`config.mk`:
```
export PLATFORM = sky130hd
export DESIGN_NAME = i2c_tgt_tx
export DESIGN_NICKNAME = d
export VERILOG_FILES = /design/src/rtl/i2c_tgt_pkg.sv /design/src/rtl/i2c_tgt_sync.sv /design/src/rtl/i2c_tgt_regs.sv /design/src/rtl/i2c_tgt_fsm.sv /design/src/rtl/i2c_tgt_tx.sv
export SDC_FILE = /design/constraint.sdc
export NUM_CORES = 1
export LEC_CHECK = 0
export ABC_AREA = 1
export BUFFER_PORTS_ARGS = -buffer_cell sky130_fd_sc_hd__buf_2
export CAP_MARGIN = 20
export CORE_MARGIN = 1.5
export CORE_UTILIZATION = 45
export DETAILED_ROUTE_END_ITERATION = 16
export PLACE_DENSITY = 0.7
export SYNTH_ARGS = -nofsm -noshare
export SYNTH_HDL_FRONTEND = slang
export SYNTH_SLANG_ARGS = --single-unit
```
`constraint.sdc`:
```
create_clock -name clk -period 1.7 [get_ports clk]
set_input_delay 0.17 -clock clk [delete_from_list [all_inputs] [get_ports clk]]
set_output_delay 0.17 -clock clk [all_outputs]
set_load 0.01 [all_outputs]
```
`src/rtl/i2c_tgt_pkg.sv`:
```
package i2c_tgt_pkg;

  localparam int REG_AW = 3;

  localparam logic [7:0] ST_NOINFO   = 8'hF8;
  localparam logic [7:0] ST_ADR_READ = 8'hA8;
  localparam logic [7:0] ST_ARB_READ = 8'hB0;
  localparam logic [7:0] ST_SENT_ACK = 8'hB8;
  localparam logic [7:0] ST_SENT_NAK = 8'hC0;
  localparam logic [7:0] ST_LAST_ACK = 8'hC8;

  localparam logic [REG_AW-1:0] RG_ADR  = 3'd0;
  localparam logic [REG_AW-1:0] RG_DATA = 3'd1;
  localparam logic [REG_AW-1:0] RG_STAT = 3'd2;
  localparam logic [REG_AW-1:0] RG_CTRL = 3'd3;
  localparam logic [REG_AW-1:0] RG_CLR  = 3'd4;

  typedef enum logic [2:0] {
    S_FREE, S_ADDR, S_AACK, S_HOLD, S_SEND, S_MACK
  } tgt_state_t;

  // rx = {address[6:0], rw}; cfg = {own address[6:0], general-call enable}
  function automatic logic addr_hit(input logic [7:0] rx, input logic [7:0] cfg);
    return rx[0] && ((rx[7:1] == cfg[7:1]) || (cfg[0] && (rx[7:1] == 7'd0)));
  endfunction

  function automatic logic [7:0] done_code(input logic got_ack, input logic was_last);
    if (!got_ack)     return ST_SENT_NAK;
    else if (was_last) return ST_LAST_ACK;
    else               return ST_SENT_ACK;
  endfunction

endpackage

```
`src/rtl/i2c_tgt_sync.sv`:
```
module i2c_tgt_sync #(
  parameter int STAGES = 2
) (
  input  logic clk,
  input  logic rst_n,
  input  logic scl_i,
  input  logic sda_i,
  output logic scl_s,
  output logic sda_s,
  output logic scl_rise,
  output logic scl_fall,
  output logic bus_start,
  output logic bus_stop
);
  logic [STAGES-1:0] scl_sh, sda_sh;
  logic scl_p, sda_p;

  always_ff @(posedge clk or negedge rst_n) begin
    if (!rst_n) begin
      scl_sh <= '1;
      sda_sh <= '1;
      scl_p  <= 1'b1;
      sda_p  <= 1'b1;
    end else begin
      scl_sh <= {scl_sh[STAGES-2:0], scl_i};
      sda_sh <= {sda_sh[STAGES-2:0], sda_i};
      scl_p  <= scl_s;
      sda_p  <= sda_s;
    end
  end

  assign scl_s     = scl_sh[STAGES-1];
  assign sda_s     = sda_sh[STAGES-1];
  assign scl_rise  = scl_s & ~scl_p;
  assign scl_fall  = ~scl_s & scl_p;
  assign bus_start = scl_s & scl_p & sda_p & ~sda_s;
  assign bus_stop  = scl_s & scl_p & ~sda_p & sda_s;

endmodule

```
`src/rtl/i2c_tgt_regs.sv`:
```
module i2c_tgt_regs
  import i2c_tgt_pkg::*;
(
  input  logic              clk,
  input  logic              rst_n,
  input  logic              reg_we,
  input  logic [REG_AW-1:0] reg_addr,
  input  logic [7:0]        reg_wdata,
  input  logic [7:0]        status,
  input  logic              flag,
  output logic [7:0]        reg_rdata,
  output logic [7:0]        own_cfg,
  output logic [7:0]        tx_data,
  output logic              ack_en,
  output logic              clr_req
);
  always_ff @(posedge clk or negedge rst_n) begin
    if (!rst_n) begin
      own_cfg <= 8'h00;
      tx_data <= 8'h00;
      ack_en  <= 1'b0;
    end else if (reg_we) begin
      case (reg_addr)
        RG_ADR:  own_cfg <= reg_wdata;
        RG_DATA: tx_data <= reg_wdata;
        RG_CTRL: ack_en  <= reg_wdata[0];
        default: ;
      endcase
    end
  end

  assign clr_req = reg_we && (reg_addr == RG_CLR) && reg_wdata[0];

  always_comb begin
    case (reg_addr)
      RG_ADR:  reg_rdata = own_cfg;
      RG_DATA: reg_rdata = tx_data;
      RG_STAT: reg_rdata = status;
      RG_CTRL: reg_rdata = {6'd0, flag, ack_en};
      default: reg_rdata = 8'h00;
    endcase
  end

  AST_ACKEN_WRITE_ONLY: assert property (@(posedge clk) disable iff (!rst_n)
    !(reg_we && reg_addr == RG_CTRL) |=> $stable(ack_en));

endmodule

```
`src/rtl/i2c_tgt_fsm.sv`:
```
module i2c_tgt_fsm
  import i2c_tgt_pkg::*;
(
  input  logic       clk,
  input  logic       rst_n,
  input  logic       scl_s,
  input  logic       sda_s,
  input  logic       scl_rise,
  input  logic       scl_fall,
  input  logic       bus_start,
  input  logic       bus_stop,
  input  logic       arb_lost_i,
  input  logic [7:0] own_cfg,
  input  logic [7:0] tx_data,
  input  logic       ack_en,
  input  logic       clr_req,
  output logic       flag,
  output logic [7:0] status,
  output logic       sda_oe
);
  tgt_state_t state;
  logic [3:0] cnt;
  logic [7:0] sh;
  logic lost_q, last_q, mack_q, go_q;

  // named events
  logic evt_addr_done, evt_hit, evt_release, evt_byte_end;
  assign evt_addr_done = (state == S_ADDR) && scl_fall && (cnt == 4'd8);
  assign evt_hit       = evt_addr_done && ack_en && addr_hit(sh, own_cfg);
  assign evt_release   = flag && clr_req;
  assign evt_byte_end  = (state == S_MACK) && scl_fall;

  always_ff @(posedge clk or negedge rst_n) begin
    if (!rst_n) begin
      state  <= S_FREE;
      cnt    <= 4'd0;
      sh     <= 8'h00;
      lost_q <= 1'b0;
      last_q <= 1'b0;
      mack_q <= 1'b0;
      go_q   <= 1'b0;
      flag   <= 1'b0;
      status <= ST_NOINFO;
      sda_oe <= 1'b0;
    end else begin
      if (arb_lost_i)    lost_q <= 1'b1;
      else if (bus_stop) lost_q <= 1'b0;

      if (evt_release) begin
        flag   <= 1'b0;
        status <= ST_NOINFO;
      end

      if (bus_start) begin
        state  <= S_ADDR;
        cnt    <= 4'd0;
        sda_oe <= 1'b0;
      end else if (bus_stop) begin
        state  <= S_FREE;
        sda_oe <= 1'b0;
      end else begin
        case (state)
          S_ADDR: begin
            if (scl_rise && cnt < 4'd8) begin
              sh  <= {sh[6:0], sda_s};
              cnt <= cnt + 4'd1;
            end else if (evt_addr_done) begin
              if (evt_hit) begin
                state  <= S_AACK;
                sda_oe <= 1'b1;
              end else begin
                state <= S_FREE;
              end
            end
          end
          S_AACK: begin
            if (scl_fall) begin
              sda_oe <= 1'b0;
              flag   <= 1'b1;
              status <= lost_q ? ST_ARB_READ : ST_ADR_READ;
              lost_q <= 1'b0;
              go_q   <= 1'b1;
              state  <= S_HOLD;
            end
          end
          S_HOLD: begin
            if (evt_release) begin
              if (go_q) begin
                sh     <= tx_data;
                last_q <= ~ack_en;
                sda_oe <= ~tx_data[7];
                cnt    <= 4'd0;
                state  <= S_SEND;
              end else begin
                state <= S_FREE;
              end
            end
          end
          S_SEND: begin
            if (scl_fall) begin
              if (cnt == 4'd7) begin
                sda_oe <= 1'b0;
                state  <= S_MACK;
              end else begin
                sda_oe <= ~sh[6];
                sh     <= {sh[6:0], 1'b0};
                cnt    <= cnt + 4'd1;
              end
            end
          end
          S_MACK: begin
            if (scl_rise) begin
              mack_q <= ~sda_s;
            end else if (evt_byte_end) begin
              flag   <= 1'b1;
              status <= done_code(mack_q, last_q);
              go_q   <= mack_q && !last_q;
              state  <= S_HOLD;
            end
          end
          default: state <= S_FREE;
        endcase
      end
    end
  end

  AST_SDA_MOVES_SCL_LOW: assert property (@(posedge clk) disable iff (!rst_n)
    $changed(sda_oe) |-> !scl_s);
  AST_FLAG_HAS_CODE: assert property (@(posedge clk) disable iff (!rst_n)
    flag |-> (status != ST_NOINFO));
  AST_HOLD_KEEPS_FLAG: assert property (@(posedge clk) disable iff (!rst_n)
    (state == S_HOLD) |-> flag);
  AST_RELEASE_NOINFO: assert property (@(posedge clk) disable iff (!rst_n)
    evt_release |=> (!flag && status == ST_NOINFO));
  AST_UNADDRESSED_QUIET: assert property (@(posedge clk) disable iff (!rst_n)
    (state == S_FREE) |-> !sda_oe);
  AST_ACK_NEEDS_ENABLE: assert property (@(posedge clk) disable iff (!rst_n)
    $rose(state == S_AACK) |-> $past(ack_en));

endmodule

```
`src/rtl/i2c_tgt_tx.sv`:
```
module i2c_tgt_tx
  import i2c_tgt_pkg::*;
#(
  parameter int SYNC_STAGES = 2
) (
  input  logic              clk,
  input  logic              rst_n,
  input  logic              scl_i,
  input  logic              sda_i,
  output logic              scl_oe,
  output logic              sda_oe,
  input  logic              arb_lost_i,
  input  logic              reg_we,
  input  logic [REG_AW-1:0] reg_addr,
  input  logic [7:0]        reg_wdata,
  output logic [7:0]        reg_rdata,
  output logic              irq
);
  logic scl_s, sda_s, scl_rise, scl_fall, bus_start, bus_stop;
  logic [7:0] own_cfg, tx_data, status;
  logic ack_en, clr_req, flag;

  i2c_tgt_sync #(.STAGES(SYNC_STAGES)) u_sync (
    .clk(clk), .rst_n(rst_n), .scl_i(scl_i), .sda_i(sda_i),
    .scl_s(scl_s), .sda_s(sda_s), .scl_rise(scl_rise), .scl_fall(scl_fall),
    .bus_start(bus_start), .bus_stop(bus_stop)
  );

  i2c_tgt_regs u_regs (
    .clk(clk), .rst_n(rst_n), .reg_we(reg_we), .reg_addr(reg_addr),
    .reg_wdata(reg_wdata), .status(status), .flag(flag), .reg_rdata(reg_rdata),
    .own_cfg(own_cfg), .tx_data(tx_data), .ack_en(ack_en), .clr_req(clr_req)
  );

  i2c_tgt_fsm u_fsm (
    .clk(clk), .rst_n(rst_n), .scl_s(scl_s), .sda_s(sda_s),
    .scl_rise(scl_rise), .scl_fall(scl_fall), .bus_start(bus_start),
    .bus_stop(bus_stop), .arb_lost_i(arb_lost_i), .own_cfg(own_cfg),
    .tx_data(tx_data), .ack_en(ack_en), .clr_req(clr_req), .flag(flag),
    .status(status), .sda_oe(sda_oe)
  );

  assign scl_oe = flag;
  assign irq    = flag;

endmodule

```
==> results by group <==
Detailed routing
  – Routed len/inst: 13.39 um
  – DRT Pass-1 Iters: 4
  – Routed met3 length: approximately 280 um
  – Via count: 2515
  – Drt first-iter violations: approximately 120
  – DR WL met2: around 2.9 mm
  – Final WL: around 6.5 mm
  – Top sig layer: met4
  – Antenna-violating nets left: 0
  – DR vias/cell: about 5.2
  – Met1 Wirelength: approximately 3.1 mm
  – # DRC: 0

STA
  – Clk_skew: 0.009236 ns
  – Tmin final: around 1.6 ns
  – Final setup viols: 0
  – Fmax: approximately 630 MHz
  – Normalized max-slew margin: between 60% and 70%
  – Tightest hold margin: about 0.090 ns
  – Count of final max-slew check failures: 0
  – Final Hold Viols: 0
  – Final Cycle Share: approximately 94%
  – Unrepaired setup endpoints after global routing: true
  – Slew @ Worst Pin: roughly 0.52 ns

CTS
  – CTS Buf Count: 5
  – Worst-Skew Late Latency: 0.31 ns
  – Clock Sinks: 52
  – Clock slew at reported path FFs: around 0.09 ns
  – CTS tree: built
  – CTS H-Tree Depth: 2
  – Root Buffer: clkbuf_8
  – CTS Buffer Depth: 2

Floorplanning
  – Die area: between 6000 and 7000 um^2
  – Core outline area: ~6000 um^2
  – I/O pin total: 28
  – Core Rows: 28
  – Starting density of the core: 46.93%
  – Die width: about 80 um
  – Die Y: a little over 80 um

Flow run
  – Total of max-cap violations: 0

Logic synthesis
  – Net count after synthesis: ~380
  – Yosys cell types: 35
  – Synthesized-area fraction occupied by adder cells: 0.8901%
  – Synth top area share: a little over a third
  – Post-synthesis compound-gate area fraction: between 10% and 20%
  – Synth warn: 0
  – Primary FF master, synth: dfrtp_1
  – Avg Inst Size Synth: between 7 and 8 um^2
  – Syn Inst Count: 365
  – Combinational family with the most area after synthesis: simple AND/OR/NAND/NOR gates
  – Post-synthesis mux area share: 0%
  – Leading area contributor after synthesis: dfrtp_1
  – Number of synthesized flops with an enable pin: 0
  – Synth Area in XOR/XNOR: less than 1%
  – #FFs+latches synth: 52
  – Async S/R FF share, synth: between 90% and 100%
  – Ranking of synthesized cells by area: dfrtp_1 (36%), nand2_1 (14%), dfstp_2 (10%), inv_1 (6.7%), o21ai_1 (5.2%)
  – Most instantiated cells after synthesis: nand2_1 (106), inv_1 (50), dfrtp_1 (41)
  – Synthesized cell area: roughly 2800 um^2
  – Simple-Gate Fraction of Synth Area: a little over a quarter
  – Sequential area share after synthesis: about 47%
  – Most frequent cell after synthesis: nand2_1

Worst hold path
  – Hold worst-path end: u_fsm.lost_q
  – Hold Path Origin: arb_lost_i
  – Hold depth: 3
  – Worst hold path type: primary input to flop

Finish
  – Post-Route Utilization: a little over half
  – Register area: approximately 1300 um^2
  – Share of layout cells above drive strength 1: 22.57%
  – Layout area overhead: 16.91%
  – Diode count: 0
  – Area of the multi-input gates: ~1300 um^2
  – Fin nets: 430
  – Fill cell count: ~600
  – Fin area: between 3000 and 4000 um^2

GRT
  – All-Layer GR Usage: between 20% and 30%
  – First-pass GRT wire length: between 10 and 15 mm
  – Initial antenna violation count: 0
  – Gr ovfl total: 0
  – Vias in the first global route: about 2.3k
  – Largest net degree at the start of global routing: 33

Place
  – Hpwl dp: a little over 5 mm
  – Final GP Congestion: 0.9456
  – Port bufs: 27
  – Placed Instance Area: between 3000 and 4000 um^2

Critical path
  – R2r setup slk: ~0.1 ns
  – WS Path Type: flop to flop
  – Setup crit end kind: flop
  – Slowest CP cell: dfstp_2
  – Cell Chain, Critical Path: inv_2, nor2_1, nand2_2, nand2_2, inv_2, nand3_2, nor2_8, buf_12, o211ai_1, o21ai_1
  – Worst r2r src: u_sync.sda_sh[1]
  – Worst R2R Path Depth: 10
  – Worst EP required: approximately 1.9 ns
  – Arr. time, crit path: 1.79 ns
  – Worst path max stage delay: approximately 0.55 ns
  – CP Max Fanout: 11
  – RR Endpoint: u_fsm.sh[6]
  – Crit start category: flop

Outcome
  – Outcome: complete, no violations

Power and ir drop
  – Final Power: 2.850 mW
  – Net Sw Frac: a little under a third
  – Cell leakage power: between 1.5 and 2 nW
  – VDD IR max: around 0.5 mV
  – Flop pwr share: between 50 and 60%
  – Cell Pwr Density: ~870 nW/um^2
  – Combinational share of power: between 10% and 20%
  – Net Sw Power: 877.3 uW
  – Clk network pwr share: approximately a quarter
  – Pint: a little under 2 mW
[how the worst max path moves through the flow]
| stage | startpoint | slack, ns | cells after the start | endpoint |
|---|---|---|---|---|
| floorplan | u_sync.sda_sh[1] | 0.19 | 9 | u_fsm.cnt[1] |
| detailed placement | u_sync.scl_p | 0.01 | 6 | u_fsm.cnt[2] |
| finish | u_sync.sda_sh[1] | 0.10 | 10 | u_fsm.sh[6] |
| CTS | u_sync.sda_sh[1] | 0.03 | 10 | u_fsm.sh[6] |
| global route | u_sync.scl_sh[1] | -0.02 | 10 | u_fsm.sh[6] |
| global placement | u_sync.scl_p | 0.08 | 7 | u_fsm.state[1] |
[power by group through the flow]
stage,clock network (mW),logic (mW),registers [mW]
floorplan,0,0.380,1.53
global placement,0,0.531,1.57
detailed placement,0,0.547,1.57
CTS,0.748,0.557,1.56
global route,0.796,0.661,1.58
finish,0.728,0.564,1.56
[cells by family after synthesis]
group	after synthesis
adders and majority gates	2
AOI/OAI and AO/OA	73
and+or+nand+nor	171
buffers and inverters	65
xor gates and xnor gates	2
DFF	52
[layout by cell type, fill, tap and decap left out, types with 2 or more instances in the layout]
cell type / count
nand2_1: 102
inv_1: 50
dfrtp_1: 40
o21ai_1: 29
buf_2: 27
nor2_1: 26
nand3_1: 16
o21ai_0: 12
buf_4: 12
o211ai_1: 11
dfstp_2: 11
inv_2: 10
nand2_2: 9
a21oi_1: 7
clkbuf_8: 6
nor2_2: 5
nor3_1: 4
o221ai_1: 4
dlygate4sd3_1: 3
a22oi_1: 2
nand3_2: 2
o22ai_1: 2
xnor2_1: 2
ha_1: 2
clkbuf_1: 2
buf_12: 2
[worst max-delay path, delay by kind of cell (launching register included)]
kind / cells / cell delay (ns)
simple gates: 5 / 0.53
compound gates: 2 / 0.16
buf+inv: 3 / 0.23
flops: 1 / 0.55
[routing by layer]
| layer | up-vias | GRT usage [%] |
|---|---|---|
| met5 | - | 0 |
| met3 | 14 | 4.222 |
| met1 | 1170 | 31.38 |
| li1 | 1265 | - |
| met2 | 66 | 32.38 |
| met4 | 0 | 8.475 |
[final cells by class]
class                      count  share of cell area, %
clock buffer                   8                  2.741
inverter                      60                  6.852
multi-input combinational    248                  38.52
sequential                    52                  40.05
tap                           75                  2.855
timing repair buffer          44                  8.984
[stage by stage]
stage	setup slack, ns	instances	setup TNS, ns
after floorplan	0.1944	365	0
after global placement	0.07521	471	0
after detailed placement	0.01102	471	0
after CTS	0.02873	485	0
after global routing	-0.02302	487	-0.07545
final	0.1012	487	0
[what timing repair did]
item	CTS	global route
gates resized for setup	0	9
endpoints found under the hold margin	22	0
hold buffers	3	0
pin swaps	1	2
buffers inserted	3	2
gates cloned	0	0
setup endpoints to repair	2	21
[registers in the layout, summed over array words and instances, names as in the netlist]
| name | flops |
|---|---|
| u_fsm.cnt | 4 |
| u_fsm.flag | 1 |
| u_fsm.go_q | 1 |
| u_fsm.last_q | 1 |
| u_fsm.lost_q | 1 |
| u_fsm.mack_q | 1 |
| u_fsm.sda_oe | 1 |
| u_fsm.sh | 8 |
| u_fsm.state | 3 |
| u_fsm.status | 8 |
| u_regs.ack_en | 1 |
| u_regs.own_cfg | 8 |
| u_regs.tx_data | 8 |
| u_sync.scl_p | 1 |
| u_sync.scl_sh | 2 |
| u_sync.sda_p | 1 |
| u_sync.sda_sh | 2 |
(Power assumes the default switching activity.)
